$ cat src/rtl/mstat_pkg.sv
package mstat_pkg;
  localparam int unsigned LINES    = 4;
  localparam int unsigned IDX_DCD  = 3;
  localparam int unsigned IDX_RING = 2;
  localparam int unsigned IDX_DSR  = 1;
  localparam int unsigned IDX_CTS  = 0;

  typedef enum logic {EDGE_ANY = 1'b0, EDGE_FALL = 1'b1} edge_e;

  // Change rule on the status level (status = inverted pin).
  function automatic logic level_event(input logic prev, input logic cur, input edge_e kind);
    if (kind == EDGE_FALL) return prev & ~cur;
    return prev ^ cur;
  endfunction
endpackage

$ cat src/rtl/mstat_sync.sv
module mstat_sync #(
  parameter int unsigned WIDTH  = 4,
  parameter int unsigned STAGES = 2,
  parameter logic [WIDTH-1:0] IDLE = '1
) (
  input  logic             clk,
  input  logic             rst_n,
  input  logic [WIDTH-1:0] d_i,
  output logic [WIDTH-1:0] q_o
);
  logic [WIDTH-1:0] chain_q [STAGES];

  always_ff @(posedge clk or negedge rst_n) begin
    if (!rst_n) chain_q[0] <= IDLE;
    else        chain_q[0] <= d_i;
  end

  for (genvar s = 1; s < STAGES; s++) begin : g_stage
    always_ff @(posedge clk or negedge rst_n) begin
      if (!rst_n) chain_q[s] <= IDLE;
      else        chain_q[s] <= chain_q[s-1];
    end
  end

  assign q_o = chain_q[STAGES-1];
endmodule

$ cat src/rtl/mstat_delta.sv
module mstat_delta
  import mstat_pkg::*;
#(
  parameter edge_e KIND = EDGE_ANY
) (
  input  logic clk,
  input  logic rst_n,
  input  logic lvl_i,
  output logic chg_o
);
  logic prev_q;

  always_ff @(posedge clk or negedge rst_n) begin
    if (!rst_n) prev_q <= 1'b0;
    else        prev_q <= lvl_i;
  end

  assign chg_o = level_event(prev_q, lvl_i, KIND);
endmodule

$ cat src/rtl/uart_mstat.sv
module uart_mstat
  import mstat_pkg::*;
#(
  parameter int unsigned REG_W       = 32,
  parameter int unsigned SYNC_STAGES = 2
) (
  input  logic             clk,
  input  logic             rst_n,
  input  logic [LINES-1:0] modem_n_i,
  input  logic             loop_en,
  input  logic [LINES-1:0] mctl_i,
  input  logic             irq_en,
  input  logic             rd_en,
  output logic [REG_W-1:0] rd_data,
  output logic             irq
);
  localparam int unsigned LVL_LSB = LINES;
  localparam int unsigned LVL_MSB = 2*LINES - 1;

  logic [LINES-1:0] pin_sync_w;   // synchronized active-low pins
  logic [LINES-1:0] lvl_w;        // selected status levels
  logic [LINES-1:0] chg_w;        // per-line change events
  logic [LINES-1:0] flag_q;

  mstat_sync #(.WIDTH(LINES), .STAGES(SYNC_STAGES), .IDLE('1)) u_sync (
    .clk(clk), .rst_n(rst_n), .d_i(modem_n_i), .q_o(pin_sync_w)
  );

  assign lvl_w = loop_en ? mctl_i : ~pin_sync_w;

  for (genvar i = 0; i < LINES; i++) begin : g_line
    localparam edge_e KIND_I = (i == IDX_RING) ? EDGE_FALL : EDGE_ANY;
    mstat_delta #(.KIND(KIND_I)) u_delta (
      .clk(clk), .rst_n(rst_n), .lvl_i(lvl_w[i]), .chg_o(chg_w[i])
    );
  end

  // Read clears first, a same-cycle event sets again.
  always_ff @(posedge clk or negedge rst_n) begin
    if (!rst_n) flag_q <= '0;
    else        flag_q <= (flag_q & ~{LINES{rd_en}}) | chg_w;
  end

  always_comb begin
    rd_data = '0;
    rd_data[LVL_MSB:LVL_LSB] = lvl_w;
    rd_data[LINES-1:0]       = flag_q;
  end

  assign irq = irq_en & (|flag_q);

  // ---------------- assertions ----------------
  assert_reserved_zero_R1: assert property (@(posedge clk) disable iff (!rst_n)
    rd_data[REG_W-1:LVL_MSB+1] == '0);

  assert_loop_map_R3: assert property (@(posedge clk) disable iff (!rst_n)
    loop_en |-> (rd_data[LVL_MSB:LVL_LSB] == mctl_i));

  assert_trail_only_R5: assert property (@(posedge clk) disable iff (!rst_n)
    $rose(rd_data[IDX_RING]) |-> (!$past(rd_data[LVL_LSB+IDX_RING]) &&
                                  $past(rd_data[LVL_LSB+IDX_RING], 2)));

  assert_sticky_R6: assert property (@(posedge clk) disable iff (!rst_n)
    !rd_en |=> ((rd_data[LINES-1:0] & $past(rd_data[LINES-1:0])) == $past(rd_data[LINES-1:0])));

  assert_read_clear_R7: assert property (@(posedge clk) disable iff (!rst_n)
    (rd_en && chg_w == '0) |=> (rd_data[LINES-1:0] == '0));

  assert_read_keep_R7: assert property (@(posedge clk) disable iff (!rst_n)
    (chg_w != '0) |=> ((rd_data[LINES-1:0] & $past(chg_w)) == $past(chg_w)));

  assert_irq_raise_R8: assert property (@(posedge clk) disable iff (!rst_n)
    ((|chg_w) && irq_en) |=> (irq || !irq_en));
endmodule

$ cat config.mk
export PLATFORM = sky130hd
export DESIGN_NAME = uart_mstat
export DESIGN_NICKNAME = d
export VERILOG_FILES = /design/src/rtl/mstat_pkg.sv /design/src/rtl/mstat_sync.sv /design/src/rtl/mstat_delta.sv /design/src/rtl/uart_mstat.sv
export SDC_FILE = /design/constraint.sdc
export NUM_CORES = 1
export LEC_CHECK = 0
export ABC_CLOCK_PERIOD_IN_PS = 1470
export BUFFER_PORTS_ARGS = -buffer_cell sky130_fd_sc_hd__buf_4
export CAP_MARGIN = 25
export CORE_MARGIN = 5
export CORE_UTILIZATION = 35
export CTS_BUF_LIST = sky130_fd_sc_hd__clkbuf_16
export DETAILED_ROUTE_END_ITERATION = 16
export GPL_TIMING_DRIVEN = 0
export HOLD_SLACK_MARGIN = 0.1
export PLACE_DENSITY = 0.67
export SYNTH_ARGS = -nofsm -noshare
export SYNTH_HDL_FRONTEND = slang
export SYNTH_HIERARCHICAL = 1
export SYNTH_SLANG_ARGS = --single-unit
export TNS_END_PERCENT = 1
$ cat constraint.sdc
create_clock -name clk -period 1.47 [get_ports clk]
set_input_delay 0.147 -clock clk [delete_from_list [all_inputs] [get_ports clk]]
set_output_delay 0.147 -clock clk [all_outputs]
set_load 0.005 [all_outputs]
==> impl_metrics.tcl <==
set metrics [dict create \
    yosysSeqAreaShare 0.550 \
    status "finished clean" \
    fin_nets 130 \
    grt_first_pass_wirelength_mm 1.97 \
    max_cap_viol_count 0 \
    p_comb_frac 0.165 \
    cts_tree "yes" \
    die_h_um 56.2 \
    cts.clk_slew.worst_paths_ns 0.05 \
    synth_cell_types 12 \
    postCtsSetupRepairBufs 0 \
    die_w_um 56.2 \
    drtIter0Drc 13 \
    cts_inserted_buffers 3 \
    slew_viol_final 0 \
    wire_per_inst_um 8.63 \
    synth.largest_area_cell "buf_4" \
    die_area_um2 3150 \
    clockBufferDepth 2 \
    final.setup_skew_ns 0.00611 \
    p_int_uw 975 \
    io_pins 46 \
    finalSetupViolCount 0 \
    core_um2 2000 \
    cts_root_buf "clkbuf_16" \
    antenna_found_initial 0 \
    ant_nets 0 \
    yosysTopAreaCellShare 0.282 \
    postSynthAreaPerCell_um2 11.8 \
    htreeDepth 1 \
    crit_required_ns 1.32 \
    finalSetupTns_ns 0 \
    start_util 0.372 \
    pre_cts_slack_ns 0.216 \
    synthToLayoutAreaGrowth_pct 54.5 \
    antennaDiodeCount 0 \
    vdd_drop_max_mv 1.05 \
    hpwl_mm 1.03 \
    drc_errors 0 \
    gp_congestion 0.654 \
    synth_cells 63 \
    min_path_type "in -> reg" \
    p_sw_uw 249 \
    drt_pass1_iterations 4 \
    setup_slack_ns 0.0979 \
    ys.warnings.count 6 \
    crit_fanout 3 \
    rsz0062_at_grt "no" \
    grt_start_max_net_pins 17 \
    grt_pass1_vias 469 \
    vias_per_cell 3.53 \
    vias 505 \
    rows 16 \
    hold_viol 0 \
    drive_above_1_share 0.534 \
    path_class "reg -> out" \
    clk-insertion-delay-late_ns 0.24 \
    synth_area_leaders "buf_4, dfstp_2, dfrtp_1" \
    ys_ff_latch 16 \
    wl_mm 1.23 \
    cp-start-kind "flip-flop" \
    gr-total-overflow 0 \
    portBuffers 21 \
    syn_area_um2 746 \
    clock_power_share 0.422 \
    cp-end-kind "primary output" \
    seqPwrFrac 0.413 \
    fin_crit_ns 1.37 \
    powerDensity_nw_per_um2 1060 \
    fin_total_pwr_mw 1.22 \
    sw_frac_of_total 0.203 \
    max_freq_ghz 0.729 \
    leakage_nw 0.634 \
    fin_crit_sh 0.933 \
    cts.sinks 16 \
    track_usage 0.0807 \
    arrival_ns 1.23 \
]
worst max-delay path, cell delays in order (launching register included):
cell and delay (ns):
dfstp_2 0.35, buf_4 0.11, o21ai_0 0.33, buf_4 0.19
metal layers:
layer / vias to the layer above / global-route usage / wire length, µm
met2: 34 / 0.132 / 620
met1: 219 / 0.0741 / 357
met3: 0 / 0.0719 / 256
met5: - / 0 / 0
met4: 0 / 0.0203 / 0
li1: 252 / - / -
sequential cells by signal (all words and copies together), names as in the netlist:
signal,flops
u_sync/q_o,4
flag_q,4
u_sync/chain_q,4
g_line.u_delta/prev_q,4
layout by cell type (no fill, tap or decap):
master,Yosys,routed
o21ai_0,4,3
a21o_1,3,3
dfrtp_1,8,8
a21o_2,1,1
nand2_1,4,4
dfstp_2,8,8
buf_4,28,49
xor2_1,3,3
inv_1,1,2
nor2b_4,1,1
conb_1,1,24
o21ai_1,0,1
clkbuf_16,0,3
dlygate4sd3_1,0,5
o41a_1,1,1
power by group through the flow:
| stage | clock (mW) | sequential, mW | combinational, mW |
|---|---|---|---|
| CTS | 0.533 | 0.507 | 0.203 |
| global placement | 0 | 0.511 | 0.187 |
| floorplan | 0 | 0.511 | 0.106 |
| global route | 0.556 | 0.510 | 0.222 |
| finish | 0.516 | 0.506 | 0.202 |
| detailed placement | 0 | 0.513 | 0.192 |
through the flow:
stage          hold slack, ns  instance area (µm²)   util  std cells
2_1_floorplan          -0.149                  832      -         86
3_3_place_gp          0.00653                 1020  0.511        134
3_5_place_dp           0.0128                 1020  0.511        134
4_1_cts                 0.217                 1150  0.576        143
5_1_grt                 0.238                 1150  0.576        143
6_report                0.219                 1150  0.576        143
logic make-up (layout without fill, tap and decap cells):
kind of cell	Yosys count	count (layout)	share of synthesized area
buf+inv	29	59	0.287
flops	16	16	0.550
xor+xnor	3	3	0.0352
compound gates	9	9	0.0839
other cells	1	24	0.00503
simple gates	5	5	0.0386
cell usage after synthesis:
master,count
a21o_1,3
a21o_2,1
buf_4,28
conb_1,1
dfrtp_1,8
dfstp_2,8
inv_1,1
nand2_1,4
nor2b_4,1
o21ai_0,4
o41a_1,1
xor2_1,3
timing repair:
action,CTS,global route
endpoints found under the setup margin,1,0
gates resized for setup,1,0
hold buffers,5,0
endpoints found under the hold margin,20,0
layout make-up:
| type | instances | area [µm²] |
|---|---|---|
| timing repair buffer | 26 | 208 |
| tap | 27 | 33.8 |
| clock inverter | 1 | 3.75 |
| sequential | 16 | 410 |
| multi-input combinational | 41 | 208 |
| fill | 184 | 850 |
| inverter | 1 | 3.75 |
| clock buffer | 3 | 75.1 |
| buffer | 28 | 210 |
final timing paths:
kind	start	to	slack [ns]	cells past startpoint
max	u_sync/q_o[1]	rd_data[5]	0.1	3
min reg2reg	u_sync/chain_q[7]	u_sync/q_o[3]	0.35	0
max in group asynchronous	rst_n	u_sync/q_o[2]	0.94	2
min	loop_en	g_line[2].u_delta/prev_q	0.22	2
min in group asynchronous	rst_n	g_line[0].u_delta/prev_q	0.28	2
max reg2reg	u_sync/q_o[1]	flag_q[1]	0.24	4
Power figures use the tool's default switching activity.
